$ cat src/rtl/sai_rx_pkg.sv
package sai_rx_pkg;

    localparam int unsigned OUT_W   = 24;
    localparam int unsigned MIN_LEN = 4;
    localparam int unsigned MAX_LEN = 20;
    localparam int unsigned LEN_W   = $clog2(MAX_LEN + 1);
    localparam int unsigned POS_W   = $clog2(OUT_W);

    typedef enum logic {
        CH_RIGHT = 1'b0,
        CH_LEFT  = 1'b1
    } chan_e;

    typedef struct packed {
        logic data;
        logic lr;
        logic wc;
    } ser_bits_t;

    typedef struct packed {
        logic             done;
        chan_e            chan;
        logic [OUT_W-1:0] word;
    } word_t;

    function automatic logic [LEN_W-1:0] clamp_len(input logic [LEN_W-1:0] req);
        if (int'(req) < int'(MIN_LEN))      return LEN_W'(MIN_LEN);
        else if (int'(req) > int'(MAX_LEN)) return LEN_W'(MAX_LEN);
        else                                return req;
    endfunction

    function automatic logic [OUT_W-1:0] fill_mask(input logic [LEN_W-1:0] len);
        logic [OUT_W-1:0] m;
        for (int i = 0; i < int'(OUT_W); i++)
            m[i] = (i < int'(OUT_W) - int'(len));
        return m;
    endfunction

endpackage

$ cat src/rtl/sai_rx_sync.sv
module sai_rx_sync #(
    parameter int unsigned W      = 4,
    parameter int unsigned STAGES = 2
) (
    input  logic         clk,
    input  logic         rst,
    input  logic [W-1:0] d_in,
    output logic [W-1:0] d_out
);
    logic [STAGES-1:0][W-1:0] chain;

    always_ff @(posedge clk) begin
        if (rst) chain[0] <= '0;
        else     chain[0] <= d_in;
    end

    for (genvar s = 1; s < STAGES; s++) begin : g_stage
        always_ff @(posedge clk) begin
            if (rst) chain[s] <= '0;
            else     chain[s] <= chain[s-1];
        end
    end

    assign d_out = chain[STAGES-1];
endmodule

$ cat src/rtl/sai_rx_tap.sv
module sai_rx_tap
    import sai_rx_pkg::*;
(
    input  logic      clk,
    input  logic      rst,
    input  logic      fall_sel,
    input  logic      bclk_s,
    input  ser_bits_t bits_s,
    output logic      act,
    output ser_bits_t bits_act
);
    logic bclk_q;
    logic edge_hit;

    always_comb begin
        if (fall_sel) edge_hit = bclk_q & ~bclk_s;
        else          edge_hit = ~bclk_q & bclk_s;
    end

    always_ff @(posedge clk) begin
        if (rst) begin
            bclk_q   <= 1'b0;
            act      <= 1'b0;
            bits_act <= '0;
        end else begin
            bclk_q <= bclk_s;
            act    <= edge_hit;
            if (edge_hit) bits_act <= bits_s;
        end
    end
endmodule

$ cat src/rtl/sai_rx_framer.sv
module sai_rx_framer
    import sai_rx_pkg::*;
(
    input  logic             clk,
    input  logic             rst,
    input  logic             act,
    input  ser_bits_t        bits,
    input  logic             cfg_wc_frame,
    input  logic             cfg_late,
    input  logic [LEN_W-1:0] len,
    output word_t            wout
);
    logic             lr_prev, wc_prev;
    logic             pend, capturing;
    chan_e            pend_ch, cur_ch;
    logic [LEN_W-1:0] idx;
    logic [OUT_W-1:0] acc, acc_nxt, acc_first;
    logic [POS_W-1:0] pos;
    logic             mark;
    chan_e            mark_ch;

    always_comb begin
        mark      = cfg_wc_frame ? (bits.wc & ~wc_prev) : (bits.lr ^ lr_prev);
        mark_ch   = chan_e'(bits.lr ^ cfg_late);
        pos       = POS_W'(int'(OUT_W) - 1 - int'(idx));
        acc_nxt   = acc;
        acc_nxt[pos] = bits.data;
        acc_first = '0;
        acc_first[OUT_W-1] = bits.data;
    end

    always_ff @(posedge clk) begin
        if (rst) begin
            lr_prev   <= 1'b0;
            wc_prev   <= 1'b0;
            pend      <= 1'b0;
            pend_ch   <= CH_RIGHT;
            capturing <= 1'b0;
            cur_ch    <= CH_RIGHT;
            idx       <= '0;
            acc       <= '0;
            wout      <= '0;
        end else begin
            wout.done <= 1'b0;
            if (act) begin
                lr_prev <= bits.lr;
                wc_prev <= bits.wc;
                if (mark && !cfg_late) begin
                    acc       <= acc_first;
                    idx       <= LEN_W'(1);
                    cur_ch    <= mark_ch;
                    capturing <= 1'b1;
                    pend      <= 1'b0;
                end else if (mark) begin
                    pend      <= 1'b1;
                    pend_ch   <= mark_ch;
                    capturing <= 1'b0;
                end else if (pend) begin
                    pend      <= 1'b0;
                    acc       <= acc_first;
                    idx       <= LEN_W'(1);
                    cur_ch    <= pend_ch;
                    capturing <= 1'b1;
                end else if (capturing) begin
                    acc <= acc_nxt;
                    idx <= idx + LEN_W'(1);
                    if (idx + LEN_W'(1) == len) begin
                        capturing <= 1'b0;
                        wout.done <= 1'b1;
                        wout.chan <= cur_ch;
                        wout.word <= acc_nxt;
                    end
                end
            end
        end
    end

    // a word in progress never holds more than the configured count
    p_idx_bound_r8: assert property (@(posedge clk) disable iff (rst)
        capturing |-> (idx < len));
endmodule

$ cat src/rtl/sai_rx.sv
module sai_rx
    import sai_rx_pkg::*;
#(
    parameter int unsigned SYNC_STAGES = 2
) (
    input  logic             clk,
    input  logic             rst,
    input  logic             cfg_wc_frame,
    input  logic             cfg_late,
    input  logic             cfg_fall_edge,
    input  logic [LEN_W-1:0] cfg_len,
    input  logic             ser_bclk,
    input  logic             ser_lrclk,
    input  logic             ser_wclk,
    input  logic             ser_data,
    output logic [OUT_W-1:0] left_out,
    output logic [OUT_W-1:0] right_out,
    output logic             sample_valid
);
    localparam int unsigned NWIRE = 4;

    logic [NWIRE-1:0] wires_s;
    ser_bits_t        bits_s, bits_act;
    logic             act;
    logic [LEN_W-1:0] len_c;
    word_t            wrd;
    logic             have_left;
    logic [OUT_W-1:0] left_hold;

    assign len_c = clamp_len(cfg_len);

    sai_rx_sync #(.W(NWIRE), .STAGES(SYNC_STAGES)) u_sync (
        .clk   (clk),
        .rst   (rst),
        .d_in  ({ser_bclk, ser_data, ser_lrclk, ser_wclk}),
        .d_out (wires_s)
    );

    assign bits_s = '{data: wires_s[2], lr: wires_s[1], wc: wires_s[0]};

    sai_rx_tap u_tap (
        .clk      (clk),
        .rst      (rst),
        .fall_sel (cfg_fall_edge),
        .bclk_s   (wires_s[3]),
        .bits_s   (bits_s),
        .act      (act),
        .bits_act (bits_act)
    );

    sai_rx_framer u_framer (
        .clk          (clk),
        .rst          (rst),
        .act          (act),
        .bits         (bits_act),
        .cfg_wc_frame (cfg_wc_frame),
        .cfg_late     (cfg_late),
        .len          (len_c),
        .wout         (wrd)
    );

    always_ff @(posedge clk) begin
        if (rst) begin
            have_left    <= 1'b0;
            left_hold    <= '0;
            left_out     <= '0;
            right_out    <= '0;
            sample_valid <= 1'b0;
        end else begin
            sample_valid <= 1'b0;
            if (wrd.done) begin
                if (wrd.chan == CH_LEFT) begin
                    left_hold <= wrd.word;
                    have_left <= 1'b1;
                end else if (have_left) begin
                    left_out     <= left_hold;
                    right_out    <= wrd.word;
                    sample_valid <= 1'b1;
                    have_left    <= 1'b0;
                end
            end
        end
    end

    // strobe lasts one cycle
    p_valid_pulse_r9: assert property (@(posedge clk) disable iff (rst)
        sample_valid |=> !sample_valid);

    // outputs move only together with the strobe
    p_out_hold_r9: assert property (@(posedge clk) disable iff (rst)
        ((left_out != $past(left_out)) || (right_out != $past(right_out))) |-> sample_valid);

    // bits under a short word stay zero
    p_zero_fill_r2: assert property (@(posedge clk) disable iff (rst)
        sample_valid |-> (((left_out | right_out) & fill_mask(len_c)) == '0));
endmodule

$ cat config.mk
export PLATFORM = sky130hd
export DESIGN_NAME = sai_rx
export DESIGN_NICKNAME = d
export VERILOG_FILES = /design/src/rtl/sai_rx_pkg.sv /design/src/rtl/sai_rx_sync.sv /design/src/rtl/sai_rx_tap.sv /design/src/rtl/sai_rx_framer.sv /design/src/rtl/sai_rx.sv
export SDC_FILE = /design/constraint.sdc
export NUM_CORES = 1
export LEC_CHECK = 0
export BUFFER_PORTS_ARGS = -buffer_cell sky130_fd_sc_hd__buf_2
export CAP_MARGIN = 20
export CORE_MARGIN = 4
export CORE_UTILIZATION = 25
export CTS_BUF_LIST = sky130_fd_sc_hd__clkbuf_4
export DETAILED_ROUTE_END_ITERATION = 8
export GPL_TIMING_DRIVEN = 0
export HOLD_SLACK_MARGIN = 0.05
export PLACE_DENSITY_LB_ADDON = 0.08
export SYNTH_ARGS = -nofsm -noshare
export SYNTH_HDL_FRONTEND = slang
export SYNTH_SLANG_ARGS = --single-unit
$ cat constraint.sdc
create_clock -name clk -period 5.9 [get_ports clk]
set_clock_uncertainty 0.1 [all_clocks]
set_input_delay 1.18 -clock clk [delete_from_list [all_inputs] [get_ports clk]]
set_output_delay 1.18 -clock clk [all_outputs]
set_load 0.01 [all_outputs]
=== Word level (Yosys, flattened, before mapping) ===
Index checks and enable logic that the tools add are counted.

* Bits in registers: 148
* Input bits: 14
* Output and inout port bits: 49
* Logic and storage cells: 87

* Add/sub/neg operators: 2
* $lt $le $gt $ge: 4
* Eq/ne operators: 2
* Multiplexer cells: 28
* Bitwise gates (word level): 15
* Reduce and logical (&&, ||, !) cells: 13

{| class="wikitable"
|+ Operator list
! operator !! number
|-
| $mux W24 || 4
|-
| $mux W5 || 6
|-
| $mux W26 || 1
|-
| $bwmux W24 || 1
|-
| $mux W1 || 15
|-
| $reduce_and A3 Y1 || 4
|-
| $not A1 Y1 || 10
|-
| $lt A5 B6 Y1 const B || 1
|-
| $reduce_and A6 Y1 || 1
|-
| $reduce_or A6 Y1 || 1
|-
| $add A5 B1 Y5 const B || 1
|-
| $demux W1 S5 || 1
|-
| $eq A5 B5 Y1 || 1
|-
| $ge A5 B1 Y1 const B || 1
|-
| $gt A5 B5 Y1 const B || 1
|-
| $lt A5 B3 Y1 const B || 1
|-
| $sub A5 B5 Y5 const A || 1
|-
| $and A1 B1 Y1 || 3
|-
| $reduce_bool A3 Y1 || 1
|-
| $reduce_or A3 Y1 || 1
|-
| $logic_and A1 B1 Y1 || 2
|-
| $ne A2 B2 Y1 const B || 1
|-
| $reduce_and A2 Y1 || 1
|-
| $reduce_bool A2 Y1 || 1
|-
| other kinds (2) || 3
|}

=== Depth between registers and ports, before layout ===
* Depth after elaboration: 10
* Mapped depth: 9
* Gate-level depth less buffers: 8

=== Modules after synthesis ===
From an unflattened synthesis, not the netlist that was laid out.

* Cell total of the unflattened synthesis: 676
* Area, all modules: 6,737.7 um2

{| class="wikitable"
|+ Modules (own cells, without submodules)
! module !! times used !! cells each !! area each (um2) !! sequential area each (um2)
|-
| sai_rx || 1 || 331 || 3,260.6 || 1,481.4
|-
| sai_rx_framer || 1 || 306 || 3,037.9 || 1,221.2
|-
| sai_rx_sync || 1 || 20 || 240.2 || 160.2
|-
| sai_rx_tap || 1 || 19 || 198.9 || 100.1
|}

=== Worst setup path after synthesis ===
No wires, ideal clock.

* Kind: input to register
* Start point: input cfg_len[4]
* End point: register u_framer.wout[16] (netlist bit)
* Setup time: 0.141 ns
* Arrival: 2.881 ns
* Required time: 5.659 ns
* Setup slack: 2.778 ns
* Stages: 7
* Path buffers: 1
* Path through: or3_4 > and4_4 > or4_4 > or2_4 > nor2_8 > buf_6 > a211oi_1

* Word-level cells in the longest chain between the ends: 5
* Elaborated cells between the ends (all ways): 6
* Classes of those cells: 2 x order compare; 1 x eq/ne; 2 x mux; 1 x reduce/logical

{| class="wikitable"
|+ Ends and longest elaborated chain
! element !! RTL line !! text
|-
| from (decl) || sai_rx.sv:11 || <nowiki>input logic [LEN_W-1:0] cfg_len,</nowiki>
|-
| $gt A5 B5 Y1 || sai_rx_pkg.sv:28 || <nowiki>else if (int'(req) > int'(MAX_LEN)) return LEN_W'(MAX_LEN);</nowiki>
|-
| $mux W5 || sai_rx_pkg.sv:28 ||
|-
| $mux W5 (*) || sai_rx_pkg.sv:27 || <nowiki>if (int'(req) < int'(MIN_LEN)) return LEN_W'(MIN_LEN);</nowiki>
|-
| $eq A5 B5 Y1 (*) || sai_rx_framer.sv:67 || <nowiki>if (idx + LEN_W'(1) == len) begin</nowiki>
|-
| $reduce_and A6 Y1 (no source line) (*) || n/a ||
|-
| to (decl) || sai_rx_framer.sv:11 || <nowiki>output word_t wout</nowiki>
|}

Mark *: on every way between the ends. The rest lies on a longest branch, timed or not.
A chain may end at the register's enable or synchronous reset.

=== Worst setup path in the final report ===
Ends and elaborated chain as after synthesis.

==> impl_metrics.ini <==
[sta]
slew_violations = 0
fmax_mhz = 349
hold_viol_final = 0
finalSetupViolations = 0
slew_headroom_pct = 40.2
rsz0062_at_grt = false
timing.final.crit_period_ps = 2860
post-route-period-util_pct = 48.5
setup_tns_ps = 0
tightest_slew_ps = 897

[clock_network]
postCtsHoldBufs = 0
clk_latency_ps = 550
numCtsBuffers = 17
cts_tree = done
path_clk_slew_ps = 150
cts-root-buf = clkbuf_4
cts_resized = 0
cts_setup_buffers = 0
clkSinkCount = 148
htreeDepth = 4
cts_buffer_depth = 2

[logic_synthesis]
netlist_area_mm2 = 0.00586
synth_cell_types = 44
synth.avg_cell_area_um2 = 8.34
synth_ff_type = dfxtp_1
seq_area_frac_synth_pct = 50.5
synth_edf_count = 0
synth_cells = 703
synth-async-reset-ratio_pct = 0
yosysTopAreaCell = dfxtp_1
ys_seq_elements = 148
synth.net_count = 721
yosys-top-cells-area = dfxtp_1 (51%), a21oi_1 (11%), nand2_1 (10%), mux2i_1 (5.5%), nor2_1 (4.9%)
synth_top_area_share_pct = 50.5
ys_warn_count = 0

[die]
die_area_mm2 = 0.0260
num_io_pins = 63
rows = 55
start_util_pct = 25.7
core-area_mm2 = 0.0228
fp.dieW_um = 161
die_h_um = 161

[worst_setup_path]
worstSetupPathType = in2reg
worstPathRequired_ps = 6210
end_kind = flop
critPathLaunchType = input port
arrival_ps = 3180
critPathMaxFanout = 10

[global_route]
grt_pass1_wl_um = 26300
grt_max_degree = 17
globalRoute.totalOverflow = 0
antenna_found_initial = 1
grt_usage_pct = 12.9
first_global_vias = 4810

[placed_design]
portBuffers = 61
dp_hpwl_um = 12400
gp_congestion = 0.766
placed_cell_area_mm2 = 0.00656

[routing]
wirelength_um = 16400
first_pass_iters = 4
vias = 4872
wl_per_cell_um = 14.8
ant_nets = 0
drt_iter0_drc = 261
vias_per_cell = 4.39
drc = 0

[final_layout]
final_cell_area_mm2 = 0.00688
fillCellCount = 2548
nets = 801
area_growth_pct = 17.4
seqCellArea_mm2 = 0.00296
layout-drive-gt1-share_pct = 14.7
multi_input_area_mm2 = 0.00264

[pwr]
peakVddDrop_v = 0.000132
p_leak_nw = 2.43
p_per_area_mw_per_mm2 = 256

[status]
status = finished clean

[worst_hold_path]
hold_class = reg2reg

[flow_run]
maxCapViolations = 0
-- placed cells by master (no fill, tap or decap), types with 5 or more instances in the layout --
master	synthesis	final
mux2i_1	32	32
clkbuf_1	41	41
nor3_1	5	5
nor2b_1	12	12
inv_1	5	5
nand2_1	159	159
clkbuf_4	0	17
dfxtp_1	148	148
nand3_1	5	5
nor2_1	77	77
buf_2	2	63
nand2b_1	10	10
inv_6	0	7
buf_6	6	6
a211oi_1	19	19
a211oi_2	5	5
a21oi_1	127	127
-- worst paths after layout --
check                                             startpoint                             end  slack (ps)  cells after the start
worst max-delay path                              cfg_len[4]  u_framer.wout[16]$_SDFFE_PP0P_        3040                      8
worst min-delay path              u_sync.chain[3]$_SDFF_PP0_      u_sync.d_out[3]$_SDFF_PP0_         340                      1
worst max register to register  u_framer.idx[0]$_SDFFE_PP0P_  u_framer.wout[16]$_SDFFE_PP0P_        3050                      9
worst min register to register    u_sync.chain[3]$_SDFF_PP0_      u_sync.d_out[3]$_SDFF_PP0_         340                      1
-- metal layers --
layer  wire length, µm  part of all wire, %  up-vias  GRT usage [%]
met2              7550                   46       93           21.1
met3               639                  3.9        9           2.96
li1                  -                    -     2514              -
met1              8090                   49     2256           17.3
met4               126                 0.77        0           3.26
met5                 0                    0        -              0
-- through the flow --
stage	util (%)	hold WS [ps]	setup WS [ps]	total power [mW]	instances
after floorplan	-	314	2780	1.06	703
after global placement	28.7	321	2480	1.08	1077
after CTS	30.1	358	3030	1.80	1109
final	30.1	344	3040	1.76	1110
after global routing	30.1	362	2860	1.84	1110
after detailed placement	28.7	327	2460	1.08	1077
-- sequential cells by signal (all words and copies together) (netlist names), 3 cells and up --
| name | count |
|---|---|
| u_framer.wout | 26 |
| left_hold | 24 |
| left_out | 24 |
| right_out | 24 |
| u_framer.acc | 24 |
| u_framer.idx | 5 |
| u_sync.chain | 4 |
| u_sync.d_out | 4 |
| u_tap.bits_act | 3 |
-- synth_stat cells (5+ instances only) --
library cell    n
nand2_1       159
buf_6           6
dfxtp_1       148
a211oi_1       19
a211oi_2        5
a21oi_1       127
clkbuf_1       41
inv_1           5
nor2_1         77
nand2b_1       10
mux2i_1        32
nor2b_1        12
nor3_1          5
nand3_1         5
-- logic make-up (layout without fill, tap and decap cells) --
family,count (synthesis),after routing,synth area share (%)
AOI/OAI and AO/OA,169,169,16.4
xor gates and xnor gates,5,5,0.747
adders and majority gates,4,4,0.854
buffers and inverters,56,149,4.40
DFF,148,148,50.5
muxes,34,34,5.85
other,0,1,0
and+or+nand+nor,287,287,21.2
-- critical path: stages --
cell and delay, ps:
buf_2 130, or3_4 400, and4_4 190, or4_4 570, or2_4 290, nor2_8 140, buf_6 180, a211oi_1 80
-- area by class of cell --
class / count / area share (%)
sequential: 148 / 43.1
multi-input combinational: 499 / 38.4
tap: 313 / 5.69
timing repair buffer: 61 / 4.44
buffer: 51 / 3.47
clock inverter: 15 / 2.76
clock buffer: 17 / 1.86
inverter: 5 / 0.273
antenna: 1 / 0.0364
-- power breakdown --
group / leakage [nW] / switching [mW] / total (mW) / internal [mW]
combinational: 1.07 / 0.0337 / 0.0478 / 0.0140
clock: 0.163 / 0.406 / 0.711 / 0.305
sequential: 1.19 / 0.00177 / 1.00 / 1.00
total: 2.43 / 0.442 / 1.76 / 1.32
Power figures use the tool's default switching activity.
